**config.mk**
```make
export PLATFORM = sky130hd
export DESIGN_NAME = tlp_rx_dispatch
export DESIGN_NICKNAME = d
export VERILOG_FILES = /design/src/rtl/tlp_rx_pkg.sv /design/src/rtl/tlp_rx_datapath.sv /design/src/rtl/tlp_rx_ctrl.sv /design/src/rtl/tlp_rx_dispatch.sv
export SDC_FILE = /design/constraint.sdc
export NUM_CORES = 1
export LEC_CHECK = 0
export BUFFER_PORTS_ARGS = -buffer_cell sky130_fd_sc_hd__buf_2
export CAP_MARGIN = 20
export CORE_MARGIN = 4
export CORE_UTILIZATION = 55
export DETAILED_ROUTE_END_ITERATION = 12
export GPL_TIMING_DRIVEN = 1
export HOLD_SLACK_MARGIN = 0.15
export PLACE_DENSITY = 0.84
export SYNTH_ARGS = -nofsm -noshare
export SYNTH_HDL_FRONTEND = slang
export SYNTH_SLANG_ARGS = --single-unit
```
**constraint.sdc**
```tcl
create_clock -name clk -period 3.7 [get_ports clk]
set_input_delay 0.74 -clock clk [delete_from_list [all_inputs] [get_ports clk]]
set_output_delay 0.74 -clock clk [all_outputs]
set_load 0.005 [all_outputs]
```
**src/rtl/tlp_rx_pkg.sv**
```systemverilog
package tlp_rx_pkg;
  localparam int DW_BITS = 32;

  typedef enum logic [1:0] {K_MRD, K_MWR, K_CPLD, K_BAD} kind_e;

  // control -> datapath strobes
  typedef struct packed {
    logic capDw0;
    logic capDw1;
    logic capDw2;
    logic capDecide;
    logic fireWr;
    logic flagUnsup;
    logic flagMal;
    logic passCpl;
  } ctl_t;

  function automatic kind_e classify(input logic [7:0] fmtType);
    case (fmtType)
      8'h00, 8'h20: classify = K_MRD;
      8'h40, 8'h60: classify = K_MWR;
      8'h4A:        classify = K_CPLD;
      default:      classify = K_BAD;
    endcase
  endfunction

  function automatic logic [1:0] beOffset(input logic [3:0] be);
    if (be[0])      beOffset = 2'd0;
    else if (be[1]) beOffset = 2'd1;
    else if (be[2]) beOffset = 2'd2;
    else if (be[3]) beOffset = 2'd3;
    else            beOffset = 2'd0;
  endfunction
endpackage

```
**src/rtl/tlp_rx_datapath.sv**
```systemverilog
module tlp_rx_datapath
  import tlp_rx_pkg::*;
#(
  parameter int          WIN_BITS  = 12,
  parameter logic [63:0] BAR0_BASE = 64'h0000_0000_F000_0000,
  parameter logic [63:0] BAR2_BASE = 64'h0000_0000_F001_0000,
  parameter logic [63:0] BAR4_BASE = 64'h0000_0010_0000_0000
) (
  input  logic                clk,
  input  logic                rstN,
  input  ctl_t                ctl,
  input  logic [DW_BITS-1:0]  inData,
  input  logic                inValid,
  input  logic                inLast,
  output kind_e               curKind,
  output kind_e               hdrKind,
  output logic                hdr4dw,
  output logic                lenIsOne,
  output logic                anyHit,
  output logic                regWrEn,
  output logic [WIN_BITS-1:0] regWrAddr,
  output logic [DW_BITS-1:0]  regWrData,
  output logic [3:0]          regWrBe,
  output logic [2:0]          regWrBar,
  output logic [15:0]         descReqId,
  output logic [7:0]          descTag,
  output logic [2:0]          descTc,
  output logic [1:0]          descAttr,
  output logic [9:0]          descLenDw,
  output logic [6:0]          descLowAddr,
  output logic [WIN_BITS-1:0] descOffset,
  output logic [2:0]          descBar,
  output logic                dmaValid,
  output logic [DW_BITS-1:0]  dmaData,
  output logic                dmaLast,
  output logic [7:0]          dmaTag,
  output logic                unsupPulse,
  output logic                malformPulse
);
  localparam int NWIN = 3;
  localparam logic [NWIN-1:0][63:0] BASES = {BAR4_BASE, BAR2_BASE, BAR0_BASE};

  logic [DW_BITS-1:0] dw0Q, dw1Q, dw2Q;
  logic [63:0]        curAddr;
  logic [NWIN-1:0]    hitVec;
  logic [2:0]         barCode;
  logic [WIN_BITS-1:0] offQ;
  logic [2:0]         barQ;
  logic [6:0]         lowQ;
  logic [3:0]         beQ;
  logic [7:0]         cplTagQ;

  assign curKind  = classify(inData[31:24]);
  assign hdrKind  = classify(dw0Q[31:24]);
  assign hdr4dw   = dw0Q[29];
  assign lenIsOne = (dw0Q[9:0] == 10'd1);

  // address of the final header beat: upper half stored for 4DW, zero for 3DW
  assign curAddr = hdr4dw ? {dw2Q, inData} : {32'b0, inData};

  for (genvar w = 0; w < NWIN; w++) begin : g_win
    assign hitVec[w] = (curAddr[63:WIN_BITS] == BASES[w][63:WIN_BITS]);
  end

  assign anyHit = |hitVec;

  // lowest window wins if windows overlap
  always_comb begin
    barCode = 3'd4;
    if (hitVec[1]) barCode = 3'd2;
    if (hitVec[0]) barCode = 3'd0;
  end

  always_ff @(posedge clk or negedge rstN) begin
    if (!rstN) begin
      dw0Q <= '0;
      dw1Q <= '0;
      dw2Q <= '0;
      offQ <= '0;
      barQ <= '0;
      lowQ <= '0;
      beQ <= '0;
      cplTagQ <= '0;
    end else begin
      if (ctl.capDw0) dw0Q <= inData;
      if (ctl.capDw1) dw1Q <= inData;
      if (ctl.capDw2) dw2Q <= inData;
      if (ctl.capDecide) begin
        offQ <= {curAddr[WIN_BITS-1:2], 2'b00};
        barQ <= barCode;
        lowQ <= {curAddr[6:2], beOffset(dw1Q[3:0])};
        beQ <= dw1Q[3:0];
        cplTagQ <= inData[15:8];
      end
    end
  end

  always_ff @(posedge clk or negedge rstN) begin
    if (!rstN) begin
      regWrEn <= 1'b0;
      regWrData <= '0;
      unsupPulse <= 1'b0;
      malformPulse <= 1'b0;
    end else begin
      regWrEn <= ctl.fireWr;
      if (ctl.fireWr) regWrData <= inData;
      unsupPulse <= ctl.flagUnsup;
      malformPulse <= ctl.flagMal;
    end
  end

  assign regWrAddr   = offQ;
  assign regWrBe     = beQ;
  assign regWrBar    = barQ;
  assign descReqId   = dw1Q[31:16];
  assign descTag     = dw1Q[15:8];
  assign descTc      = dw0Q[22:20];
  assign descAttr    = dw0Q[13:12];
  assign descLenDw   = dw0Q[9:0];
  assign descLowAddr = lowQ;
  assign descOffset  = offQ;
  assign descBar     = barQ;
  assign dmaValid    = ctl.passCpl & inValid;
  assign dmaData     = inData;
  assign dmaLast     = inLast;
  assign dmaTag      = cplTagQ;
endmodule

```
**src/rtl/tlp_rx_ctrl.sv**
```systemverilog
module tlp_rx_ctrl
  import tlp_rx_pkg::*;
(
  input  logic  clk,
  input  logic  rstN,
  input  logic  inValid,
  input  logic  inLast,
  input  logic  dmaReady,
  input  logic  descReady,
  input  kind_e curKind,
  input  kind_e hdrKind,
  input  logic  hdr4dw,
  input  logic  lenIsOne,
  input  logic  anyHit,
  output ctl_t  ctl,
  output logic  inReady,
  output logic  descValid
);
  typedef enum logic [2:0] {S_IDLE, S_HDR, S_WDATA, S_CPL, S_DROP, S_DESC} state_e;

  state_e stateQ, stateN;
  logic [1:0] beatQ, beatN;
  logic fire, finalHdr;

  always_comb begin
    case (stateQ)
      S_DESC:  inReady = 1'b0;
      S_CPL:   inReady = dmaReady;
      default: inReady = 1'b1;
    endcase
  end

  assign fire      = inValid & inReady;
  assign finalHdr  = (beatQ == (hdr4dw ? 2'd3 : 2'd2));
  assign descValid = (stateQ == S_DESC);

  always_comb begin
    ctl = '0;
    ctl.passCpl = (stateQ == S_CPL);
    stateN = stateQ;
    beatN = beatQ;
    case (stateQ)
      S_IDLE: if (fire) begin
        if (curKind == K_BAD) begin
          ctl.flagUnsup = 1'b1;
          stateN = inLast ? S_IDLE : S_DROP;
        end else if (inLast) begin
          ctl.flagMal = 1'b1;
        end else begin
          ctl.capDw0 = 1'b1;
          beatN = 2'd1;
          stateN = S_HDR;
        end
      end
      S_HDR: if (fire) begin
        ctl.capDw1 = (beatQ == 2'd1);
        ctl.capDw2 = (beatQ == 2'd2);
        if (!finalHdr) begin
          beatN = beatQ + 2'd1;
          if (inLast) begin
            ctl.flagMal = 1'b1;
            stateN = S_IDLE;
          end
        end else begin
          case (hdrKind)
            K_MRD: begin
              if (!anyHit) begin
                ctl.flagUnsup = 1'b1;
                stateN = inLast ? S_IDLE : S_DROP;
              end else if (!inLast) begin
                ctl.flagMal = 1'b1;
                stateN = S_DROP;
              end else begin
                ctl.capDecide = 1'b1;
                stateN = S_DESC;
              end
            end
            K_MWR: begin
              if (!anyHit) begin
                ctl.flagUnsup = 1'b1;
                stateN = inLast ? S_IDLE : S_DROP;
              end else if (inLast) begin
                ctl.flagMal = 1'b1;
                stateN = S_IDLE;
              end else if (!lenIsOne) begin
                ctl.flagMal = 1'b1;
                stateN = S_DROP;
              end else begin
                ctl.capDecide = 1'b1;
                stateN = S_WDATA;
              end
            end
            default: begin
              if (inLast) begin
                ctl.flagMal = 1'b1;
                stateN = S_IDLE;
              end else begin
                ctl.capDecide = 1'b1;
                stateN = S_CPL;
              end
            end
          endcase
        end
      end
      S_WDATA: if (fire) begin
        if (inLast) begin
          ctl.fireWr = 1'b1;
          stateN = S_IDLE;
        end else begin
          ctl.flagMal = 1'b1;
          stateN = S_DROP;
        end
      end
      S_CPL:  if (fire && inLast) stateN = S_IDLE;
      S_DROP: if (fire && inLast) stateN = S_IDLE;
      S_DESC: if (descReady) stateN = S_IDLE;
      default: stateN = S_IDLE;
    endcase
  end

  always_ff @(posedge clk or negedge rstN) begin
    if (!rstN) begin
      stateQ <= S_IDLE;
      beatQ <= '0;
    end else begin
      stateQ <= stateN;
      beatQ <= beatN;
    end
  end
endmodule

```
**src/rtl/tlp_rx_dispatch.sv**
```systemverilog
module tlp_rx_dispatch
  import tlp_rx_pkg::*;
#(
  parameter int          WIN_BITS  = 12,
  parameter logic [63:0] BAR0_BASE = 64'h0000_0000_F000_0000,
  parameter logic [63:0] BAR2_BASE = 64'h0000_0000_F001_0000,
  parameter logic [63:0] BAR4_BASE = 64'h0000_0010_0000_0000
) (
  input  logic                clk,
  input  logic                rstN,
  input  logic [31:0]         inData,
  input  logic                inValid,
  input  logic                inLast,
  output logic                inReady,
  output logic                regWrEn,
  output logic [WIN_BITS-1:0] regWrAddr,
  output logic [31:0]         regWrData,
  output logic [3:0]          regWrBe,
  output logic [2:0]          regWrBar,
  output logic                descValid,
  input  logic                descReady,
  output logic [15:0]         descReqId,
  output logic [7:0]          descTag,
  output logic [2:0]          descTc,
  output logic [1:0]          descAttr,
  output logic [9:0]          descLenDw,
  output logic [6:0]          descLowAddr,
  output logic [WIN_BITS-1:0] descOffset,
  output logic [2:0]          descBar,
  output logic                dmaValid,
  input  logic                dmaReady,
  output logic [31:0]         dmaData,
  output logic                dmaLast,
  output logic [7:0]          dmaTag,
  output logic                unsupPulse,
  output logic                malformPulse
);
  ctl_t  ctl;
  kind_e curKind, hdrKind;
  logic  hdr4dw, lenIsOne, anyHit;

  tlp_rx_ctrl u_ctrl (
    .clk(clk), .rstN(rstN), .inValid(inValid), .inLast(inLast),
    .dmaReady(dmaReady), .descReady(descReady), .curKind(curKind),
    .hdrKind(hdrKind), .hdr4dw(hdr4dw), .lenIsOne(lenIsOne), .anyHit(anyHit),
    .ctl(ctl), .inReady(inReady), .descValid(descValid)
  );

  tlp_rx_datapath #(
    .WIN_BITS(WIN_BITS), .BAR0_BASE(BAR0_BASE),
    .BAR2_BASE(BAR2_BASE), .BAR4_BASE(BAR4_BASE)
  ) u_dp (
    .clk(clk), .rstN(rstN), .ctl(ctl), .inData(inData), .inValid(inValid),
    .inLast(inLast), .curKind(curKind), .hdrKind(hdrKind), .hdr4dw(hdr4dw),
    .lenIsOne(lenIsOne), .anyHit(anyHit), .regWrEn(regWrEn),
    .regWrAddr(regWrAddr), .regWrData(regWrData), .regWrBe(regWrBe),
    .regWrBar(regWrBar), .descReqId(descReqId), .descTag(descTag),
    .descTc(descTc), .descAttr(descAttr), .descLenDw(descLenDw),
    .descLowAddr(descLowAddr), .descOffset(descOffset), .descBar(descBar),
    .dmaValid(dmaValid), .dmaData(dmaData), .dmaLast(dmaLast),
    .dmaTag(dmaTag), .unsupPulse(unsupPulse), .malformPulse(malformPulse)
  );
endmodule

```
# Yosys cells after proc, flatten, opt, wreduce, memory -nomap -nowiden
# Index checks and enable logic that the tools add are counted.
# totals
register_bits	168
output_inout_bits	159
wordCells	130
# classes
addsub	1
n_eq_ne	32
n_mux	66
bitwise_logic	2
n_reduce_logical	15
# op_table
cell	n
52-bit by 20-bit == test with 1-bit output, second input constant	2
64-bit two-way mux	1
3-bit two-way mux	18
52-bit by 25-bit == test with 1-bit output, second input constant	1
8-bit by 7-bit == test with 1-bit output, second input constant	6
1-bit two-way mux	25
2-bit two-way mux	12
8-bit by 6-bit == test with 1-bit output, second input constant	2
8-bit logical NOT	2
3-bit one-hot mux with 5 select lines	1
2-bit one-hot mux with 3 select lines	2
2-bit OR reduction	6
10-bit by 1-bit == test with 1-bit output, second input constant	1
2-bit by 1-bit != test with 1-bit output, second input constant	5
1-bit one-hot mux with 2 select lines	4
7-bit AND reduction	1
3-bit by 2-bit == test with 1-bit output, second input constant	2
3-bit == test, second input constant	2
2-bit != test, second input constant	3
3-bit by 2-bit != test with 1-bit output, second input constant	2
3-bit one-hot mux with 2 select lines	1
6-bit AND reduction	1
2-bit by 1-bit == test with 1-bit output, second input constant	2
2-bit == test, second input constant	2
11 further kinds	12

# Longest topological paths before layout
# logic_depth
ltp_word	9
mapped_depth	8
ltp_nobuf	6

# Cells and area by module
# Synthesis repeated with hierarchy kept, for this count alone.
# hier_totals
cells_unflattened	526
area_unflattened_um2	6797.8
# modules_own_cells
mod	n_inst	cells_per_inst	area_each_um2	seq_area_each_um2
tlp_rx_datapath	1	444	6159.7	3503.4
tlp_rx_ctrl	1	82	638.1	125.1

# Worst setup path before layout
# Ideal clock, no wire load.
# synth_timing
path_kind	input to register
startpoint	input inData[24]
endpoint	register u_dp.dw0Q[12]
arrival_ns	2.451
t_required_ns	3.575
slack_ns	1.124
path_stages	7
n_path_buf	2
path_cell_list	or4_4 -> a21oi_4 -> nand3b_2 -> or3_1 -> buf_6 -> buf_12 -> mux2_4
# synth_between
elab_chain_len	7
# synth_rtl
item	line_no	rtl
from (decl)	tlp_rx_dispatch.sv:11	input logic [31:0] inData,
8-bit by 7-bit == test with 1-bit output (tied with other cells)	tlp_rx_pkg.sv:19	case (fmtType)
2-bit OR reduction	tlp_rx_pkg.sv:19	
2-bit one-hot mux with 3 select lines *	tlp_rx_pkg.sv:19	
2-bit == test *	tlp_rx_ctrl.sv:44	if (curKind == K_BAD) begin
1-bit two-way mux *	tlp_rx_ctrl.sv:44	
1-bit two-way mux *	tlp_rx_ctrl.sv:43	S_IDLE: if (fire) begin
1-bit two-way mux *	tlp_rx_ctrl.sv:42	case (stateQ)
to (signal assigned)	tlp_rx_datapath.sv:85	if (ctl.capDw0) dw0Q <= inData;
to (decl)	tlp_rx_datapath.sv:43	logic [DW_BITS-1:0] dw0Q, dw1Q, dw2Q;
# Every way passes the cells marked *; elsewhere a longest branch is shown, timed or not.
# A chain may end at the register's enable or synchronous reset.

# Worst setup path after layout
# layout_timing
startpoint	register u_ctrl.stateQ[0]
endpoint	register u_dp.cplTagQ[3] (netlist: u_dp.dmaTag[3])
# layout_between
elab_chain_len	5
# layout_rtl
item	line_no	rtl
from (decl)	tlp_rx_ctrl.sv:21	state_e stateQ, stateN;
from (signal assigned)	tlp_rx_ctrl.sv:126	stateQ <= stateN;
3-bit by 2-bit == test with 1-bit output or 3-bit == test (tied branches)	tlp_rx_ctrl.sv:26	case (stateQ)
1-bit one-hot mux with 2 select lines	tlp_rx_ctrl.sv:26	
1-bit bitwise AND	tlp_rx_ctrl.sv:33	assign fire = inValid & inReady;
3-bit two-way mux	tlp_rx_ctrl.sv:55	S_HDR: if (fire) begin
3-bit two-way mux *	tlp_rx_ctrl.sv:42	
to (signal assigned)	tlp_rx_datapath.sv:93	cplTagQ <= inData[15:8];
to (decl)	tlp_rx_datapath.sv:51	logic [7:0] cplTagQ;
# Marks and branches as above.

==> summary.md <==
| Metric | Value |
|---|---|
| Yosys cell types | `49` |
| Synthesized-area fraction occupied by ao, oa, aoi and oai cells | `3.39%` |
| Number of cells upsized or downsized after cts | `0` |
| Required time of the worst setup path | `4.01 ns` |
| Netlist area before placement | `6830 sq um` |
| Via count | `4365` |
| Share of post-route cells with drive strength above 1 | `57.5%` |
| Pins over their slew limit | `0` |
| TritonCTS clock tree | `yes` |
| Peak supply drop | `359 uV` |
| CTS Buf Count | `17` |
| Clock tree sinks | `145` |
| Portion of the post-synthesis area used by sequential elements | `53.1%` |
| CTS H-tree depth | `4` |
| Number of antenna diodes | `0` |
| Tcrit/Tclk final | `73.9%` |
| Synth-to-Final Area Change | `15.3%` |
| Yosys warnings | `0` |
| Maximum clock path buffer count | `2` |
| Crit-path slowest cell | `dfrtp_1` |
| Endpoint kind of the worst setup timing path | `register` |
| Worst Setup Slack post-DPL | `0.718 ns` |
| Primary FF master, synth | `dfrtp_1` |
| I/O Pins | `197` |
| Total Wirelength | `15400 um` |
| Adder and majority gate portion of the synthesized area | `0.366%` |
| Global-route congestion overflow total | `0` |
| Post-synth EDFFs | `0` |
| Least setup slack across all paths after layout | `0.965 ns` |
| Detailed-placement wirelength estimate | `10800 um` |
| Fraction of the mapped netlist area in simple logic gates | `6.65%` |
| Die W | `119 um` |
| Worst reg2reg path startpoint | `u_ctrl.stateQ[0]` |
| First-pass GRT wire length | `24800 um` |
| Clock root buffer | `clkbuf_16` |
| Critical path startpoint category | `register` |
| Worst-path clk slew | `0.06 ns` |
| Via count of the first global-routing pass | `4564` |
| Setup Fix Bufs, Post-CTS | `0` |
| Fill cell count | `922` |
| Cell chain of the critical path | `nor3b_1 -> nand3_1 -> a211o_1 -> nor2_2 -> buf_4 -> mux2_2` |
| End of the worst register-to-register path | `u_dp.dmaTag[3]` |
| Count of state elements after synthesis | `145` |
| Core area | `12100 sq um` |
| Critical path fanouts, max | `20` |
| Total power consumption of the routed design | `3.84 mW` |
| Largest delay share family, worst path | `simple AND/OR/NAND/NOR gates` |
| Busiest grt layer | `met2` |
| Worst min path class | `in -> async` |
| Mux cell area share after synthesis | `23.4%` |
| Final worst path period need | `2.73 ns` |
| I/O Buffers | `190` |
| Layout Nets | `670` |
| Routed vias/inst | `5.38` |
| Met2 usage | `36.1%` |
| Instance count of the mapped netlist | `525` |
| Area of all sequential standard cells | `3630 sq um` |
| Total non-filler cell area in the finished layout | `7880 sq um` |
| Initial antenna violation count | `0` |
| Static leakage | `4.38 nW` |
| Fmax achieved | `366 MHz` |
| Critical path data arrival time | `3.04 ns` |
| Final Hold Fails | `0` |
| Clock latency reported for the late side of the worst-skew pair | `0.42 ns` |
| Number of hold buffers added after cts | `0` |
| DR DRC count | `0` |
| Outcome | `complete, no violations` |
| Die boundary height | `119 um` |
| Std-Cell Rows | `40` |
| Headroom to the max-slew limit | `41.9%` |
| Setup skew after layout | `0.00841 ns` |
| Maximum number of pins on one net before global-route repair | `101` |
| Max-cap violations | `0` |
| Power Dens Cells | `487 nW/um^2` |
| Depth of the worst register-to-register path | `6` |
| Weighted congestion at the end of routability-driven global placement | `0.840` |
| Number of violations reported at the end of detailed-routing iteration 0 | `206` |
| Critical path type | `reg -> reg` |
| Unrepaired setup endpoints after global routing | `no` |
| Xor-xnor portion of the synthesized cell area | `0.256%` |
| Met3 Use GR | `7.03%` |
| Number of search-and-repair iterations in the first detailed-routing pass | `4` |
| Total Routing Usage GR | `22.2%` |
| Final TNS setup | `0 ns` |
| Dpl cell area | `7250 sq um` |
| Area used by multi-input combinational logic | `2360 sq um` |
| FFs w/ async S/R, synth | `100%` |
| Slew at the pin closest to its max-slew limit | `0.871 ns` |
| Mapped Avg Cell Area | `13.0 sq um` |
| Delay of the slowest cell on the worst path | `0.69 ns` |
| Number of buffer and inverter stages on the critical path | `1` |
| ANT nets after route | `0` |
| Setup slack, reg-to-reg | `0.97 ns` |
| Finish-stage setup viols | `0` |
| Routing usage on met1 | `28.6%` |
| Main combinational cell family by area after synthesis | `multiplexers` |
| Die Area | `14300 sq um` |
| Initial Util | `56.4%` |
| Wire per inst | `19.0 um` |
through the flow:
step,instances,utilization (%),hold slack (ns)
4_1_cts,811,65.1,0.446
3_5_place_dp,779,59.9,0.472
3_3_place_gp,779,59.9,0.470
6_report,811,65.1,0.414
2_1_floorplan,530,-,0.444
5_1_grt,811,65.1,0.489
registers in the layout, summed over array words and instances, names as in the netlist:
register / count
u_dp.dw2Q: 32
u_dp.regWrData: 32
u_dp.dw1Q: 28
u_dp.dw0Q: 23
u_dp.dmaTag: 8
u_dp.descLowAddr: 6
u_dp.regWrBe: 4
u_ctrl.stateQ: 3
u_ctrl.beatQ: 2
u_dp.descBar: 2
u_dp.descOffset: 2
u_dp.malformPulse: 1
u_dp.regWrEn: 1
u_dp.unsupPulse: 1
how the worst max path moves through the flow:
stage,start,endpoint,cells after the start
after floorplan,inData[24],u_dp.dw0Q[12],7
after global placement,inData[15],u_dp.dmaTag[3],8
after detailed placement,inData[12],u_dp.dmaTag[3],8
after CTS,u_ctrl.stateQ[0],u_dp.dmaTag[3],6
after global routing,u_ctrl.stateQ[0],u_dp.dmaTag[2],6
final,u_ctrl.stateQ[0],u_dp.dmaTag[3],6
routing by layer:
layer | routed length [um] | vias up
met1 | 6490 | 2221
met4 | 188 | 0
li1 | - | 1962
met3 | 1020 | 18
met2 | 7700 | 164
met5 | 0 | -
layout by cell type (no fill, tap or decap), drive strengths merged, types with 5 or more instances in the layout:
| master | count |
|---|---|
| nand3 | 8 |
| clkbuf | 18 |
| buf | 198 |
| dfrtp | 145 |
| conb | 6 |
| inv | 6 |
| clkinvlp | 6 |
| nor2 | 14 |
| mux2 | 133 |
| nand2 | 12 |
| and2 | 6 |
| nor4 | 11 |
| o21ai | 8 |
| a21oi | 9 |
| clkinv | 5 |
synth_stat cells (2+ instances only):
cell | n | area share (%)
a21oi_1 | 8 | 0.59
nor4b_1 | 3 | 0.38
clkbuf_1 | 6 | 0.33
nor4_1 | 11 | 1.0
buf_2 | 6 | 0.44
a211o_1 | 2 | 0.26
mux2_4 | 16 | 3.5
buf_6 | 2 | 0.33
buf_4 | 99 | 11
nor3b_1 | 2 | 0.22
xnor2_1 | 2 | 0.26
nor2_1 | 14 | 0.77
nor3_1 | 4 | 0.29
and3_1 | 3 | 0.27
inv_1 | 6 | 0.33
and2_1 | 6 | 0.55
buf_1 | 3 | 0.16
mux2_2 | 117 | 19
ha_1 | 2 | 0.37
a31oi_1 | 4 | 0.37
and4_1 | 2 | 0.26
or3_1 | 2 | 0.18
mux2i_1 | 4 | 0.59
nand3_1 | 8 | 0.59
o21ai_0 | 8 | 0.59
nand4_1 | 4 | 0.37
nand2_1 | 12 | 0.66
o41ai_1 | 3 | 0.38
nor2b_1 | 2 | 0.18
dfrtp_1 | 145 | 53
cell families (layout without fill, tap and decap cells):
logic type               Yosys count  after routing
AO/OA/AOI/OAI                     34             34
XOR/XNOR                           2              2
adder cells (fa/ha/maj)            2              2
buffers and inverters            124            237
flip-flops                       145            145
multiplexers                     137            137
other                              1              6
AND/OR/NAND/NOR                   80             80
cell type report:
| type | instances | area share, % |
|---|---|---|
| tap | 168 | 2.67 |
| sequential | 145 | 46.1 |
| timing repair buffer | 198 | 13.1 |
| inverter | 7 | 0.333 |
| multi-input combinational | 261 | 29.9 |
| clock inverter | 14 | 2.40 |
| clock buffer | 18 | 5.57 |
power by group:
group,switching (mW),internal (mW),total [mW]
Clock,0.663,1.14,1.80
Combinational,0.178,0.148,0.327
Sequential,0.0598,1.65,1.71
(Power assumes the default switching activity.)
